## src/rtl/pm_evt_pkg.sv

```systemverilog
package pm_evt_pkg;
  localparam int REG_W = 16;
  localparam int BIT_TMR  = 0;
  localparam int BIT_GBL  = 5;
  localparam int BIT_PWR  = 8;
  localparam int BIT_SLP  = 9;
  localparam int BIT_RTC  = 10;
  localparam int BIT_WAKE = 15;
  localparam logic [REG_W-1:0] SCI_MASK =
    REG_W'((1 << BIT_TMR) | (1 << BIT_GBL) | (1 << BIT_PWR) | (1 << BIT_SLP) | (1 << BIT_RTC));

  localparam logic [1:0] SZ_HALF = 2'd1;
  localparam logic [1:0] SZ_WORD = 2'd2;

  localparam logic [1:0] CAUSE_RTC = 2'd0;
  localparam logic [1:0] CAUSE_TMR = 2'd1;

  typedef struct packed {
    logic stsWr;
    logic enWr;
    logic rdSts;
    logic rdEn;
    logic rdTmr;
  } pmStrobe_t;
endpackage

```

## src/rtl/pm_evt_ctrl.sv

```systemverilog
module pm_evt_ctrl
  import pm_evt_pkg::*;
#(
  parameter int ADDR_W  = 4,
  parameter int OFF_STS = 0,
  parameter int OFF_EN  = 2,
  parameter int OFF_TMR = 8
) (
  input  logic              busValid,
  input  logic              busWrite,
  input  logic [ADDR_W-1:0] busAddr,
  input  logic [1:0]        busSize,
  output pmStrobe_t         strb
);
  logic isHalf, isWord, hitSts, hitEn, hitTmr;

  always_comb begin
    isHalf = (busSize == SZ_HALF);
    isWord = (busSize == SZ_WORD);
    hitSts = busValid && (busAddr == ADDR_W'(OFF_STS));
    hitEn  = busValid && (busAddr == ADDR_W'(OFF_EN));
    hitTmr = busValid && (busAddr == ADDR_W'(OFF_TMR));
    strb.stsWr = hitSts && busWrite && isHalf;
    strb.enWr  = hitEn  && busWrite && isHalf;
    strb.rdSts = hitSts && !busWrite && isHalf;
    strb.rdEn  = hitEn  && !busWrite && isHalf;
    strb.rdTmr = hitTmr && !busWrite && isWord;
  end
endmodule

```

## src/rtl/pm_evt_datapath.sv

```systemverilog
module pm_evt_datapath
  import pm_evt_pkg::*;
#(
  parameter int BUS_W = 32,
  parameter int TMR_W = 24
) (
  input  logic             clk,
  input  logic             rst_n,
  input  pmStrobe_t        strb,
  input  logic [BUS_W-1:0] busWdata,
  input  logic             tickEn,
  input  logic             pwrBtn,
  input  logic             wakeStrobe,
  input  logic [1:0]       wakeCause,
  input  logic             gpePending,
  output logic [BUS_W-1:0] busRdata,
  output logic             sciOut,
  output logic             timerWakeReq,
  output logic [REG_W-1:0] stsQ,
  output logic [REG_W-1:0] enQ,
  output logic [TMR_W-1:0] cntQ
);
  logic             carry;
  logic [REG_W-1:0] setMask, stsNext;

  always_comb begin
    carry   = tickEn && (&cntQ[TMR_W-2:0]);
    setMask = '0;
    if (carry)                setMask[BIT_TMR] = 1'b1;
    if (pwrBtn && enQ[BIT_PWR]) setMask[BIT_PWR] = 1'b1;
    if (wakeStrobe) begin
      setMask[BIT_WAKE] = 1'b1;
      case (wakeCause)
        CAUSE_RTC: setMask[BIT_RTC] = 1'b1;
        CAUSE_TMR: setMask[BIT_TMR] = 1'b1;
        default:   setMask[BIT_PWR] = 1'b1;
      endcase
    end
    stsNext = stsQ;
    if (strb.stsWr) stsNext = stsNext & ~busWdata[REG_W-1:0];
    stsNext = stsNext | setMask;
  end

  always_ff @(posedge clk or negedge rst_n) begin
    if (!rst_n) begin
      stsQ         <= '0;
      enQ          <= '0;
      cntQ         <= '0;
      timerWakeReq <= 1'b0;
    end else begin
      stsQ         <= stsNext;
      if (strb.enWr) enQ <= busWdata[REG_W-1:0];
      if (tickEn)    cntQ <= cntQ + 1'b1;
      timerWakeReq <= carry && enQ[BIT_TMR] && !stsQ[BIT_TMR];
    end
  end

  always_comb begin
    sciOut   = (|(stsQ & enQ & SCI_MASK)) || gpePending;
    busRdata = '0;
    if (strb.rdSts)      busRdata = BUS_W'(stsQ);
    else if (strb.rdEn)  busRdata = BUS_W'(enQ);
    else if (strb.rdTmr) busRdata = BUS_W'(cntQ);
  end
endmodule

```

## src/rtl/pm_evt_timer.sv

```systemverilog
module pm_evt_timer
  import pm_evt_pkg::*;
#(
  parameter int ADDR_W = 4,
  parameter int BUS_W  = 32,
  parameter int TMR_W  = 24
) (
  input  logic              clk,
  input  logic              rst_n,
  input  logic              busValid,
  input  logic              busWrite,
  input  logic [ADDR_W-1:0] busAddr,
  input  logic [1:0]        busSize,
  input  logic [BUS_W-1:0]  busWdata,
  output logic [BUS_W-1:0]  busRdata,
  input  logic              tickEn,
  input  logic              pwrBtn,
  input  logic              wakeStrobe,
  input  logic [1:0]        wakeCause,
  input  logic              gpePending,
  output logic              sciOut,
  output logic              timerWakeReq
);
  pmStrobe_t        strb;
  logic [REG_W-1:0] stsQ, enQ;
  logic [TMR_W-1:0] cntQ;

  pm_evt_ctrl #(.ADDR_W(ADDR_W)) u_ctrl (
    .busValid(busValid), .busWrite(busWrite), .busAddr(busAddr),
    .busSize(busSize), .strb(strb)
  );

  pm_evt_datapath #(.BUS_W(BUS_W), .TMR_W(TMR_W)) u_dp (
    .clk(clk), .rst_n(rst_n), .strb(strb), .busWdata(busWdata),
    .tickEn(tickEn), .pwrBtn(pwrBtn), .wakeStrobe(wakeStrobe),
    .wakeCause(wakeCause), .gpePending(gpePending), .busRdata(busRdata),
    .sciOut(sciOut), .timerWakeReq(timerWakeReq),
    .stsQ(stsQ), .enQ(enQ), .cntQ(cntQ)
  );
endmodule

```

## config.mk

```make
export PLATFORM = sky130hd
export DESIGN_NAME = pm_evt_timer
export DESIGN_NICKNAME = d
export VERILOG_FILES = /design/src/rtl/pm_evt_pkg.sv /design/src/rtl/pm_evt_ctrl.sv /design/src/rtl/pm_evt_datapath.sv /design/src/rtl/pm_evt_timer.sv
export SDC_FILE = /design/constraint.sdc
export NUM_CORES = 1
export LEC_CHECK = 0
export BUFFER_PORTS_ARGS = -buffer_cell sky130_fd_sc_hd__buf_2
export CAP_MARGIN = 25
export CORE_AREA = 2 2 88 90
export DETAILED_ROUTE_END_ITERATION = 12
export DIE_AREA = 0 0 90 92
export SYNTH_ARGS = -nofsm -noshare
export SYNTH_HDL_FRONTEND = slang
export SYNTH_HIERARCHICAL = 1
export SYNTH_SLANG_ARGS = --single-unit
```

## constraint.sdc

```tcl
create_clock -name clk -period 2.8 [get_ports clk]
set_input_delay 0.28 -clock clk [delete_from_list [all_inputs] [get_ports clk]]
set_output_delay 0.28 -clock clk [all_outputs]
set_load 0.01 [all_outputs]
```

==> results of run 1 <==
cell families (layout without fill, tap and decap cells):
logic type                 count (synthesis)  after routing
muxes                                     17             17
DFF                                       57             57
and+or+nand+nor                          117            117
buffers and inverters                     22             83
other                                      1              8
adders and majority gates                  1              1
xor gates and xnor gates                  23             23
AOI/OAI and AO/OA                         51             51
through the flow:
| stage | hold slack (ps) | setup slack (ps) | power [mW] |
|---|---|---|---|
| 4_1_cts | 1.90 | 430 | 1.87 |
| 2_1_floorplan | -15.6 | 621 | 1.10 |
| 3_5_place_dp | 363 | 439 | 1.18 |
| 3_3_place_gp | 368 | 477 | 1.18 |
| 6_report | -11.6 | 494 | 1.85 |
| 5_1_grt | 41.0 | 253 | 1.95 |
cells in the final DEF, fill, tap and decap left out, types with 8 or more instances in the layout:
| cell type | synthesis | layout |
|---|---|---|
| a21boi_0 | 12 | 12 |
| a21oi_1 | 17 | 17 |
| and2_1 | 8 | 8 |
| buf_2 | 1 | 57 |
| buf_4 | 8 | 8 |
| clkbuf_8 | 0 | 11 |
| conb_1 | 1 | 8 |
| dfrtp_1 | 57 | 57 |
| mux2_2 | 17 | 17 |
| nand2_1 | 49 | 49 |
| nand3_1 | 10 | 10 |
| nor2_1 | 21 | 20 |
| o21ai_0 | 17 | 17 |
| xnor2_1 | 16 | 16 |
area by class of cell:
| class | count | area, µm² |
|---|---|---|
| Fill cell | 743 | 4010 |
| Sequential cell | 57 | 1430 |
| Multi-Input combinational cell | 217 | 1360 |
| Timing Repair Buffer | 65 | 345 |
| Clock buffer | 13 | 159 |
| Tap cell | 102 | 128 |
| Clock inverter | 3 | 15.0 |
| Inverter | 2 | 7.51 |
flip-flops by register name, summed over array words and instances (netlist names):
signal and flops:
u_dp/enQ 16, u_dp/timerWakeReq 1, u_dp/stsQ 16, u_dp/cntQ 24
report_power, final:
group          internal (mW)  total, mW  switching [mW]
Sequential             0.893      0.987          0.0945
Clock                  0.365      0.681           0.316
Combinational         0.0898      0.177          0.0873
worst min-delay path by stage:
stage / start / endpoint / slack [ps] / cells past startpoint
finish: rst_n / u_dp/stsQ[6]$_DFFE_PN0P_ / -10 / 1
floorplan: rst_n / u_dp/cntQ[0]$_DFFE_PN0P_ / -20 / 0
CTS: rst_n / u_dp/stsQ[6]$_DFFE_PN0P_ / 2 / 1
global placement: rst_n / u_dp/stsQ[6]$_DFFE_PN0P_ / 370 / 1
global route: rst_n / u_dp/stsQ[6]$_DFFE_PN0P_ / 40 / 1
detailed placement: rst_n / u_dp/stsQ[6]$_DFFE_PN0P_ / 360 / 1
routing by layer:
| metal | vias up | routed length, µm |
|---|---|---|
| met5 | - | 0 |
| met4 | 0 | 63 |
| met3 | 5 | 255 |
| met2 | 47 | 2870 |
| met1 | 1067 | 2980 |
| li1 | 1111 | - |
worst max-delay path, delay by kind of cell:
kind | cells | cell delay [ps]
AND/OR/NAND/NOR | 4 | 1480
buffers and inverters | 2 | 250
==> impl_metrics.env, run 1 <==
export IMPL_slew_headroom_pct=52.6
export IMPL_synth_edff_count=0
export IMPL_yosysTopAreaCell="dfrtp_1"
export IMPL_end_kind="primary output"
export IMPL_root_buffer="clkbuf_8"
export IMPL_p_per_area_nw_per_um2=536
export IMPL_die_area_um2=8280
export IMPL_status="complete, but fails checks"
export IMPL_overflow=0
export IMPL_r2r_cells=4
export IMPL_worstSetupPathType="in2out"
export IMPL_holdWs_ps=-11.6
export IMPL_first_iter_violations=59
export IMPL_cts_hold_buf=0
export IMPL_met1_usage_pct=22.1
export IMPL_wire_per_inst_um=13.4
export IMPL_ys_ff_latch=57
export IMPL_path_clk_slew_ps=60
export IMPL_setup_violations=0
export IMPL_synth_top_cell_area_share_pct=50.0
export IMPL_synthArstFlopShare_pct=100
export IMPL_ir_drop_uv=220
export IMPL_cp_slowest_cell="nor3b_1"
export IMPL_fin_area_um2=3440
export IMPL_fin_crit_sh_pct=82.3
export IMPL_synth_seq_area_share_pct=50.0
export IMPL_die_w_um=90
export IMPL_drive_gt1_share_pct=29.4
export IMPL_syn_area_per_cell_um2=9.87
export IMPL_hold_violations=22
export IMPL_clock_sinks=57
export IMPL_core_area_um2=7450
export IMPL_cp_max_fo=8
export IMPL_rsz0062_at_grt="false"
export IMPL_start_kind="input port"
export IMPL_startpoint="busAddr[0]"
export IMPL_syn_area_um2=2850
export IMPL_post_synth_and_or_nand_nor_area_fraction_pct=21.1
export IMPL_met2_usage_pct=24.5
export IMPL_numCtsBuffers=9
export IMPL_timing_rr_start="u_dp/cntQ[9]$_DFFE_PN0P_"
export IMPL_viasPerCell=4.86
export IMPL_globalplace_congestion=0.764
export IMPL_fin_util_pct=46.2
export IMPL_synth_ff_type="dfrtp_1"
export IMPL_cts_tree="built"
export IMPL_reg2reg_slack_ps=1170
export IMPL_synth_xor_xnor_area_share_pct=7.06
export IMPL_r2r_end="u_dp/cntQ[21]$_DFFE_PN0P_"
export IMPL_synthCells=289
export IMPL_required_ps=2520
export IMPL_cts_setup_buffers=0
export IMPL_insertedDiodeCount=0
export IMPL_synthMuxAreaShare_pct=6.71
export IMPL_ant_nets=0
export IMPL_max_cap_violations=0
export IMPL_synth_area_leaders="dfrtp_1, mux2_2, nand2_1, xnor2_1, a21boi_0"
export IMPL_dr_pass1_iters=4
export IMPL_ctsResizeCount=0
export IMPL_clock_fmax_mhz=434
export IMPL_netlist_top_cells_count="dfrtp_1, nand2_1, nor2_1"
export IMPL_cts_max_path_buffers=2
export IMPL_worst_slew_pin_slew_ps=710
export IMPL_slew_violations=0
export IMPL_synth_compound_area_share_pct=10.5
export IMPL_grt_util_met3_pct=5.01
export IMPL_postPlaceCellArea_um2=3270
export IMPL_area_growth_pct=20.6
export IMPL_vias=2230
export IMPL_p_leak_nw=1.65
export IMPL_synth_top_family_by_area="simple AND/OR/NAND/NOR gates"
export IMPL_io_pins=82
export IMPL_fin_crit_ps=2310
export IMPL_endpoint="busRdata[19]"
export IMPL_tns_ps=0
export IMPL_fin_cells=459
export IMPL_start_util_pct=38.3
export IMPL_post_place_cells=443
export IMPL_grt_pass1_vias=2168
export IMPL_ys_types=36
export IMPL_max_stage_delay_ps=600
export IMPL_clock_latency_ps=340
export IMPL_die_y_um=92
export IMPL_routed_wl_mm=6.17
export IMPL_yosysWarnings=6
export IMPL_num_rows=32
export IMPL_path_cells="buf_2, or4_4, nor2_2, nor3b_1, and2_1, buf_2"
export IMPL_grtUsageTotal_pct=16.2
export IMPL_grt_pass1_wl_mm=10.7
export IMPL_hpwl_mm=4.45
export IMPL_antenna_found_initial=0
export IMPL_drcViolationCount=0
export IMPL_finClkSkew_ps=9.17
export IMPL_port_buffers=57
export IMPL_nets=401
export IMPL_grt_max_degree=34
export IMPL_violations="negative hold slack"
export IMPL_yosysMostFrequentCell="dfrtp_1"
export IMPL_hold_class="in2async"
export IMPL_critPathMostFrequentCell="buf_2"
export IMPL_cts_htree_levels=3
export IMPL_grt_busiest_layer="met2"
export IMPL_crit_arrival_ps=2030
export IMPL_synthAdderAreaFrac_pct=0.439
Power figures use the tool's default switching activity.
==> inputs of run 2 (changes only) <==
==> constraint.sdc (replaced) <==
create_clock -name clk -period 2.2 [get_ports clk]
set_input_delay 0.22 -clock clk [delete_from_list [all_inputs] [get_ports clk]]
set_output_delay 0.22 -clock clk [all_outputs]
set_load 0.01 [all_outputs]
==> run 2 against run 1 <==
Against the previous run:
- the run now ends clean
- via count grew 0.99%
- setup slack lost 340 ps
- wire length grew 1.2%
- flip-flop and latch count is the same
- clock power grew 51%
- clock-buffer cell count is the same
- core utilization grew 1.3 points
- power grew 37%
- worst hold slack gained 91 ps
- critical path depth grew 3
- sequential share of layout area shrank 1.1 points
- first-iteration DRC count grew 27%
- critical path type unchanged
- critical endpoint is now busRdata[14]
- highest routed layer unchanged
==> impl_metrics.env, run 2 (synthesis gave the netlist of run 1 again) <==
export IMPL_largest_register="u_dp/cntQ"
export IMPL_finClkSkew_ps=8.14
export IMPL_viasPerCell=4.90
export IMPL_numCtsBuffers=9
export IMPL_start_util_pct=38.3
export IMPL_path_buf_inv=3
export IMPL_status="complete, no violations"
export IMPL_fin_crit_ps=2040
export IMPL_routed_wl_mm=6.24
export IMPL_cp_slowest_cell="or4_4"
export IMPL_fin_area_um2=3540
export IMPL_hold_violations=0
export IMPL_clock_sinks=57
export IMPL_clock_fmax_mhz=490
export IMPL_fin_util_pct=47.5
export IMPL_hpwl_mm=4.55
export IMPL_grt_pass1_wl_mm=10.7
export IMPL_core_area_um2=7450
export IMPL_globalplace_congestion=0.786
export IMPL_nets=403
export IMPL_overflow=0
export IMPL_crit_arrival_ps=1820
export IMPL_critPathMostFrequentCell="buf_2"
export IMPL_drcViolationCount=0
export IMPL_grt_pass1_vias=2237
export IMPL_largest_reg_flops=24
export IMPL_fin_crit_sh_pct=92.8
export IMPL_hold_class="in2reg"
export IMPL_antenna_found_initial=0
export IMPL_p_per_area_nw_per_um2=713
export IMPL_top_regs="u_dp/cntQ (24), u_dp/enQ (16), u_dp/stsQ (16)"
export IMPL_ir_drop_uv=309
export IMPL_io_pins=82
export IMPL_final_cell_mix="buf_2, dfrtp_1, nand2_1, nor2_1"
export IMPL_grtUsageTotal_pct=16.3
export IMPL_clock_latency_ps=330
export IMPL_cp_max_fo=17
export IMPL_wire_per_inst_um=13.6
export IMPL_port_buffers=57
export IMPL_fin_ws_ps=158
export IMPL_postPlaceCellArea_um2=3310
export IMPL_die_w_um=90
export IMPL_start_kind="input port"
export IMPL_root_buffer="clkbuf_8"
export IMPL_path_cells="buf_2, or4_4, nor2_2, buf_12, nand2_1, nor2_1, a21oi_1, o21ai_0, buf_2"
export IMPL_worstSetupPathType="in2out"
export IMPL_cts_tree="built"
export IMPL_path_delay_family="simple AND/OR/NAND/NOR gates"
export IMPL_path_clk_slew_ps=60
export IMPL_ant_nets=0
export IMPL_die_y_um=92
export IMPL_p_leak_nw=1.68
export IMPL_holdWs_ps=79.8
export IMPL_area_growth_pct=23.9
export IMPL_fin_cells=460
export IMPL_cts_htree_levels=3
export IMPL_slew_headroom_pct=53.6
export IMPL_die_area_um2=8280
export IMPL_max_cap_violations=0
export IMPL_fill_cells=742
export IMPL_vias=2252
export IMPL_end_kind="primary output"
export IMPL_cts_max_path_buffers=2
export IMPL_power_mw=2.52
export IMPL_setup_violations=0
export IMPL_rsz0062_at_grt="false"
export IMPL_post_place_cells=444
export IMPL_grt_max_degree=34
export IMPL_first_iter_violations=75
export IMPL_dr_pass1_iters=4
export IMPL_worst_slew_pin_slew_ps=697
export IMPL_drive_gt1_share_pct=29.9
export IMPL_num_rows=32
export IMPL_required_ps=1980
export IMPL_insertedDiodeCount=0
export IMPL_tns_ps=0
export IMPL_place_ws_ps=169
export IMPL_ctsResizeCount=0
export IMPL_slew_violations=0
export IMPL_max_stage_delay_ps=530
## run 2: final timing paths
| path | start | end | slack (ps) | cells past startpoint |
|---|---|---|---|---|
| worst max-delay path | busAddr[0] | busRdata[14] | 160 | 9 |
| worst min-delay path | busWdata[3] | u_dp/stsQ[3]$_DFFE_PN0P_ | 80 | 2 |
| worst max register to register | u_dp/cntQ[9]$_DFFE_PN0P_ | u_dp/cntQ[21]$_DFFE_PN0P_ | 560 | 4 |
| worst min register to register | u_dp/cntQ[23]$_DFFE_PN0P_ | u_dp/cntQ[23]$_DFFE_PN0P_ | 460 | 1 |
| max in group asynchronous | rst_n | u_dp/enQ[14]$_DFFE_PN0P_ | 1050 | 3 |
| min in group asynchronous | rst_n | u_dp/stsQ[6]$_DFFE_PN0P_ | 470 | 2 |
## run 2: timing repair
action                                 in CTS  in global routing
setup buffers                               0                  0
endpoints found under the hold margin      29                  0
hold buffers                                1                  0
## run 2: layout make-up
type	instances	area, µm²	area share (%)
Sequential cell	57	1430	40.3
Timing Repair Buffer	67	400	11.3
Tap cell	102	128	3.61
Clock inverter	2	35.0	0.991
Clock buffer	13	179	5.06
Multi-Input combinational cell	217	1360	38.5
Inverter	2	7.51	0.212
## run 2: routing by layer
metal / global-route usage (%) / up-vias / part of all wire, %
li1: - / 1109 / -
met3: 3.94 / 9 / 4.0
met1: 21.4 / 1083 / 48
met5: 0 / - / 0
met4: 6.92 / 0 / 1.4
met2: 25.9 / 51 / 47
## run 2: worst reg2reg max path, cell delays in order (launching register included)
cell     delay, ps
dfrtp_1        450
nand4_1        290
nor4_4         480
nand4_1        170
xnor2_1        150
## run 2: report_power, final
| part | internal, mW | switching [mW] |
|---|---|---|
| combinational | 0.117 | 0.114 |
| clock | 0.639 | 0.393 |
| sequential | 1.14 | 0.123 |
| total | 1.89 | 0.630 |
